--- config.mk ---
export PLATFORM = sky130hd
export DESIGN_NAME = par_io_port
export DESIGN_NICKNAME = d
export VERILOG_FILES = /design/src/rtl/par_io_port.sv
export SDC_FILE = /design/constraint.sdc
export NUM_CORES = 1
export LEC_CHECK = 0
export ABC_AREA = 1
export BUFFER_PORTS_ARGS = -buffer_cell sky130_fd_sc_hd__buf_4
export CORE_ASPECT_RATIO = 1.75
export CORE_MARGIN = 4
export CORE_UTILIZATION = 44
export CTS_BUF_LIST = sky130_fd_sc_hd__clkbuf_4 sky130_fd_sc_hd__clkbuf_8 sky130_fd_sc_hd__clkbuf_16
export CTS_CLUSTER_DIAMETER = 100
export DETAILED_ROUTE_END_ITERATION = 8
export PLACE_DENSITY = 0.87
export SYNTH_ARGS = -nofsm -noshare
export SYNTH_HDL_FRONTEND = slang
export SYNTH_SLANG_ARGS = --single-unit
--- constraint.sdc ---
create_clock -name clk -period 1.39 [get_ports clk]
set_clock_uncertainty 0.1 [all_clocks]
set_input_delay 0.278 -clock clk [delete_from_list [all_inputs] [get_ports clk]]
set_output_delay 0.278 -clock clk [all_outputs]
set_load 0.01 [all_outputs]
--- src/rtl/par_io_port.sv ---
module par_io_port #(
  parameter int W = 8
) (
  input  logic         clk,
  input  logic         rst,
  input  logic         cs_n,
  input  logic         rd_n,
  input  logic         wr_n,
  input  logic [1:0]   addr,
  input  logic [W-1:0] din,
  output logic [W-1:0] dout,
  input  logic [W-1:0] pa_in,
  output logic [W-1:0] pa_out,
  output logic [W-1:0] pa_oe,
  input  logic [W-1:0] pb_in,
  output logic [W-1:0] pb_out,
  output logic [W-1:0] pb_oe,
  input  logic [W-1:0] pc_in,
  output logic [W-1:0] pc_out,
  output logic [W-1:0] pc_oe
);
  localparam int H  = W / 2;
  localparam int IW = $clog2(W);

  logic a_in, b_in, cu_in, cl_in;
  logic [W-1:0] la, lb, lc;
  logic [W-1:0] c_view, ctl_view;

  wire wr_en = !cs_n && !wr_n;
  wire rd_en = !cs_n && !rd_n;
  wire ctl_wr = wr_en && (addr == 2'd3);

  always_ff @(posedge clk) begin
    if (rst) begin
      a_in  <= 1'b1;
      b_in  <= 1'b1;
      cu_in <= 1'b1;
      cl_in <= 1'b1;
      la    <= '0;
      lb    <= '0;
      lc    <= '0;
    end else if (wr_en) begin
      case (addr)
        2'd0: la <= din;
        2'd1: lb <= din;
        2'd2: lc <= din;
        default: begin
          if (din[7]) begin
            a_in  <= din[4];
            cu_in <= din[3];
            b_in  <= din[1];
            cl_in <= din[0];
            la    <= '0;
            lb    <= '0;
            lc    <= '0;
          end else begin
            lc[din[IW:1]] <= din[0];
          end
        end
      endcase
    end
  end

  assign pa_out = la;
  assign pb_out = lb;
  assign pc_out = lc;
  assign pa_oe  = {W{~a_in}};
  assign pb_oe  = {W{~b_in}};
  assign pc_oe  = {{H{~cu_in}}, {H{~cl_in}}};

  assign c_view = {cu_in ? pc_in[W-1:H] : lc[W-1:H],
                   cl_in ? pc_in[H-1:0] : lc[H-1:0]};

  always_comb begin
    ctl_view    = '0;
    ctl_view[7] = 1'b1;
    ctl_view[4] = a_in;
    ctl_view[3] = cu_in;
    ctl_view[1] = b_in;
    ctl_view[0] = cl_in;
  end

  always_comb begin
    dout = '0;
    if (rd_en) begin
      case (addr)
        2'd0:    dout = a_in ? pa_in : la;
        2'd1:    dout = b_in ? pb_in : lb;
        2'd2:    dout = c_view;
        default: dout = ctl_view;
      endcase
    end
  end


  reset_state_chk: assert property (@(posedge clk)
    rst |=> (pa_oe == '0 && pb_oe == '0 && pc_oe == '0 &&
             pa_out == '0 && pb_out == '0 && pc_out == '0));


  mode_oe_chk: assert property (@(posedge clk) disable iff (rst)
    (ctl_wr && din[7]) |=> (pa_oe == {W{~$past(din[4])}} &&
                            pb_oe == {W{~$past(din[1])}} &&
                            pc_oe == {{H{~$past(din[3])}}, {H{~$past(din[0])}}}));


  mode_clear_chk: assert property (@(posedge clk) disable iff (rst)
    (ctl_wr && din[7]) |=> (pa_out == '0 && pb_out == '0 && pc_out == '0));


  bit_cmd_chk: assert property (@(posedge clk) disable iff (rst)
    (ctl_wr && !din[7]) |=> ($stable(pa_oe) && $stable(pb_oe) && $stable(pc_oe) &&
                             $stable(pa_out) && $stable(pb_out) &&
                             pc_out[$past(din[IW:1])] == $past(din[0])));


  idle_hold_chk: assert property (@(posedge clk) disable iff (rst)
    cs_n |=> ($stable(pa_out) && $stable(pb_out) && $stable(pc_out) &&
              $stable(pa_oe) && $stable(pb_oe) && $stable(pc_oe)));
endmodule

==> flow_summary.ini, run 1 <==
[route]
dr.pass1.iters = 7
via_per_inst = 5.443
drt-initial-drc-count = 161
drt_wl_total_um = 8505
dr_total_vias = 2972
ant_nets = 0
drc_errors = 0
wl_per_cell_um = 15.58

[synthesis]
synth_top_area_cell = dfxtp_1
synth_ff_type = dfxtp_1
synthTopCellsByArea = dfxtp_1 (25%), nand2_1 (24%), nor2_1 (10%)
synth.net_count = 429
synth_seq_cells = 28
synthArstFlopShare_pct = 0
yosys.area.top_type_share_pct = 25.15
synthCells = 385
yosys_warnings = 0
synth_seq_area_share_pct = 25.15
avgSynthCellArea_um2 = 5.788
synth_area_mm2 = 0.002228
synth_edf_count = 0
synthDistinctLibCells = 23

[worst_setup_path]
cp-end-kind = output port
critPathTopFamily = buffers and inverters
ff2ff_path_depth = 5
reg2reg_slack_ps = 220
cp_num_buf_inv = 3
r2r_start = b_in$_SDFFE_PP1P_
r2r-end = b_in$_SDFFE_PP1P_
path_max_fanout = 8
crit_top_cell = buf_4
crit_path_start_kind = flop
max_stage_delay_ps = 400
critPathRequiredTime_ps = 1010
path_cells = buf_8, buf_4, o21ai_0, nor2_2, buf_4
critPathKind = flop to output port
critPathArrivalTime_ps = 1370
critical_path_depth = 5
crit_start = b_in$_SDFFE_PP1P_
cp_slowest_cell = dfxtp_4

[power]
p_leak_nw = 1.918
finalPower_w = 0.002260
p_per_area_mw_per_mm2 = 631.8
irDropWorstVdd_mv = 0.5500

[job]
drv_cap = 0

[global_route]
grt_pass1_vias = 2544
grt_pass1_wl_um = 11070
grt_max_degree = 18
grtUsageTotal_pct = 22.85
gr-total-overflow = 0
antenna_found_initial = 0

[sta]
rsz0062_at_grt = yes
hold_viol = 0
tightest_slew_ps = 338.3
relSlewSlack_pct = 77.39
finalSetupTns_ps = -5666
fmax_mhz = 571.0
min_period_over_period_pct = 126.0
period_needed_ps = 1751
setup_slack_ps = -361.3
final_max_slew_viol_count = 0
setup_viol = 27

[cts]
cts_sinks = 28
numCtsBuffers = 3
clk_path_buf_depth = 2
root_buffer = clkbuf_8
clkLatencyLatePin_ps = 270
clk_pin_slew_ps = 100
h-tree-depth = 1
cts_tree = done

[cells_and_area]
antenna_cells = 0
utilization_pct = 72.49
seq_area_um2 = 575.6
nNetsFinal = 537
finalNonFillerCells = 546
drive_gt1_share_pct = 43.29
syn2layout_area_growth_pct = 60.53
fillers = 350
layout_common_cells = nand2_1 (117), buf_4 (103), nor2_1 (49)
final_common_cell = nand2_1
multi_input_area_mm2 = 0.001476

[placed_design]
dp_hpwl_um = 5751
placed_cells = 530
port_buffers = 94
gp_congestion = 0.9440

[hold_path]
hp-start = din[4]
min_to = a_in$_SDFFE_PP1P_
hold_path_class = primary input to flop
hold_depth = 3

[die]
core-area_mm2 = 0.004935
io_pins = 95
rows = 34
fp.dieW_um = 61.80
start_util_pct = 45.16
die_h_um = 102.1
die_area_mm2 = 0.006312

[status]
status = finished, violations left
violations = setup timing
==> state kept, by name, indices dropped and copies added (netlist names) <==
name and flops:
pc_out 8, pa_out 8, cl_in 1, pb_out 8
cu_in 1, b_in 1, a_in 1
==> worst reg2reg max path, cell delays in order (launching register included) <==
cell and delay (ps):
dfxtp_4 400, buf_8 160, buf_4 150, buf_4 120
nand2_1 50, o211ai_1 80
==> synthesized netlist by cell type, types with 2 or more instances <==
cell / number
ha_1: 5
inv_2: 3
buf_4: 21
dfxtp_1: 28
nand3_1: 15
nand2_1: 141
clkinv_1: 2
nand4_1: 7
inv_1: 42
buf_6: 4
nor2_4: 2
nor2_1: 60
o211ai_1: 6
a21oi_1: 8
buf_2: 8
o21ai_0: 26
==> worst max-delay path by stage <==
stage                             endpoint  slack [ps]
floorplan                          dout[7]           1
global placement    pc_out[7]$_SDFFE_PP0P_        -290
detailed placement  pc_out[3]$_SDFFE_PP0P_        -350
CTS                                dout[0]        -320
global route                       dout[0]        -410
finish                             dout[1]        -360
==> where the power goes <==
group / leakage [nW] / switching (W) / internal [W]
registers: 0.227 / 0.0000267 / 0.000825
logic: 1.66 / 0.000413 / 0.000359
clock network: 0.0357 / 0.000251 / 0.000385
total: 1.92 / 0.000690 / 0.00157
==> routing by layer <==
layer | track usage, % | part of all wire [%]
met4 | 13.07 | 6.6
met2 | 41.40 | 52
met5 | 0 | 0
met1 | 24.90 | 34
met3 | 1.264 | 7.3
==> cell type report <==
type / count / share of cell area [%]
tap: 54 / 1.889
clock inverter: 1 / 0.8395
clock buffer: 3 / 1.154
sequential: 28 / 16.09
multi-input combinational: 277 / 41.27
inverter: 47 / 5.456
timing repair buffer: 136 / 33.30
==> through the flow <==
step	setup WS [ps]	hold slack (ps)	instance area, um^2
6_report	-361.3	228.0	3577
5_1_grt	-405.7	223.2	3577
4_1_cts	-320.3	215.2	3246
3_5_place_dp	-346.2	369.7	3068
3_3_place_gp	-292.3	374.3	3068
2_1_floorplan	1.035	345.7	2292
==> logic make-up after synthesis <==
group	Yosys count	share of synthesized area [%]
adders and majority gates	5	2.807
and+or+nand+nor	229	42.84
buffers and inverters	81	18.98
AOI/OAI and AO/OA	42	10.22
DFF	28	25.15
==> timing repair <==
| action | in CTS | in global routing |
|---|---|---|
| hold buffers | 0 | 0 |
| endpoints found under the setup margin | 39 | 48 |
| pin swaps | 14 | 35 |
| resized for setup | 39 | 84 |
| setup buffers | 4 | 10 |
| cloned | 0 | 1 |
No activity file was read; power rests on OpenSTA's default activity.
==> inputs of run 2 (changes only) <==
Settings changed: ABC_AREA 1 to not set, CORE_ASPECT_RATIO 1.75 to 1.5, CORE_UTILIZATION 44 to 42, PLACE_DENSITY 0.87 to 0.86.
==> flow_summary.ini, run 2 <==
[cts]
cts_sinks = 28
clk_path_buf_depth = 2
clk_pin_slew_ps = 120
clkLatencyLatePin_ps = 270
cts_tree = done
numCtsBuffers = 3
h-tree-depth = 1
root_buffer = clkbuf_8

[sta]
hold_viol = 0
min_period_over_period_pct = 153.1
setup_viol = 44
fmax_mhz = 470.0
final_max_slew_viol_count = 0
relSlewSlack_pct = 67.50
tightest_slew_ps = 487.5
holdWs_ps = 167.9
rsz0062_at_grt = yes
setup_slack_ps = -737.8
period_needed_ps = 2128

[synthesis]
synthArstFlopShare_pct = 0
synthTopCellsByCount = dfxtp_1 (28), buf_4 (21), mux2_2 (21)
synth_seq_cells = 28
synthTopCellsByArea = dfxtp_1 (28%), mux2_2 (12%), buf_4 (8.0%)
synth.most_common_cell = dfxtp_1
synth_seq_area_share_pct = 28.41
yosys.area.top_type_share_pct = 28.41
synth_top_area_cell = dfxtp_1
avgSynthCellArea_um2 = 8.432
synthDistinctLibCells = 38
synth_edf_count = 0
synth_ff_type = dfxtp_1
synth.net_count = 278
synthCells = 234
synth_area_mm2 = 0.001973
yosys_warnings = 0

[die]
die_area_mm2 = 0.005881
fp.dieW_um = 63.97
io_pins = 95
core-area_mm2 = 0.004542
rows = 30
start_util_pct = 43.44
die_h_um = 91.95

[placed_design]
dp_hpwl_um = 5348
place_area_mm2 = 0.003090
place_worst_setup_slack_ps = -448.6
port_buffers = 94
gp_congestion = 0.9263

[route]
drt_wl_total_um = 10010
drt-initial-drc-count = 248
via_per_inst = 6.067
wl_per_cell_um = 23.13
ant_nets = 0
dr_total_vias = 2627
dr.pass1.iters = 6
drc_errors = 0

[global_route]
gr-total-overflow = 0
antenna_found_initial = 0
grt_pass1_wl_um = 13250
grtUsageTotal_pct = 28.86
grt_pass1_vias = 2563
grt_max_degree = 26

[worst_setup_path]
critPathRequiredTime_ps = 1010
critPathKind = flop to output port
path_max_fanout = 6
crit_path_start_kind = flop
reg2reg_slack_ps = -20
r2r-end = a_in$_SDFFE_PP1P_
cp-end-kind = output port
r2r_start = a_in$_SDFFE_PP1P_
ff2ff_path_depth = 6
critPathArrivalTime_ps = 1750

[status]
violations = setup timing
status = finished, violations left

[cells_and_area]
antenna_cells = 0
final_area_mm2 = 0.003875
final_common_cell = buf_4
syn2layout_area_growth_pct = 96.39
multi_input_area_mm2 = 0.001531
drive_gt1_share_pct = 73.98
nNetsFinal = 414
layout_common_cells = buf_4 (121), buf_6 (39), dfxtp_1 (24)
utilization_pct = 85.32
seq_area_um2 = 575.6
fillers = 214

[hold_path]
hold_path_class = primary input to flop
hp-start = din[5]
min_to = pb_out[5]$_SDFFE_PP0P_
hold_depth = 3

[power]
irDropWorstVdd_mv = 0.5940
p_per_area_mw_per_mm2 = 592.2
p_leak_nw = 1.648

[job]
drv_cap = 0
==> run 2: worst max-delay path by stage <==
stage	end	startpoint	depth (start not counted)
4_1_cts	dout[6]	b_in$_SDFFE_PP1P_	5
5_1_grt	dout[2]	b_in$_SDFFE_PP1P_	5
6_report	dout[2]	b_in$_SDFFE_PP1P_	5
2_1_floorplan	dout[2]	addr[0]	4
3_5_place_dp	dout[6]	addr[0]	5
3_3_place_gp	dout[6]	addr[0]	5
==> run 2: per-stage QoR <==
step	setup TNS, ps	power [W]	instances
after global routing	-13340	0.002340	433
after floorplan	-890.4	0.001163	234
after CTS	-9367	0.002173	425
final	-11850	0.002295	433
after detailed placement	-11810	0.001430	403
after global placement	-10130	0.001419	403
==> run 2: cell families (layout without fill, tap and decap cells) <==
family,after synthesis,count (layout),share of synthesized area (%)
AO/OA/AOI/OAI,72,72,25.43
adder cells (fa/ha/maj),5,5,3.171
AND/OR/NAND/NOR,59,59,16.49
flip-flops,28,28,28.41
buffers and inverters,49,184,14.52
multiplexers,21,21,11.98
==> run 2: final cells by class <==
cell class / count / share of cell area, %
clock inverters: 1 / 0.7749
clock buffers: 3 / 1.066
inverters: 10 / 2.034
repair buffers: 170 / 39.68
multi-input cells: 157 / 39.52
well taps: 64 / 2.067
flip-flops and latches: 28 / 14.85
==> run 2: power breakdown <==
group | internal, W | switching, W
logic | 0.000403 | 0.000389
clock network | 0.000386 | 0.000289
registers | 0.000813 | 0.0000149
==> run 2: worst max-delay path, cell delays in order (launching register included) <==
cell,delay (ps)
dfxtp_4,370
buf_12,130
mux2_4,300
a222oi_1,450
nor2_2,70
buf_4,160
==> run 2: per-layer routing <==
layer  track usage, %  up-vias  share of wire [%]
met5                0        -                  0
met4            15.14        0                6.4
li1                 -     1108                  -
met1            31.37     1244                 33
met2            52.89      209                 52
met3            3.676       66                8.8
==> run 2: timing repair <==
| item | CTS | global route |
|---|---|---|
| cloned | 3 | 1 |
| resized for setup | 81 | 45 |
| pin swaps | 30 | 26 |
| setup endpoints to repair | 49 | 53 |
| hold buffers | 0 | 0 |
| setup buffers | 16 | 9 |
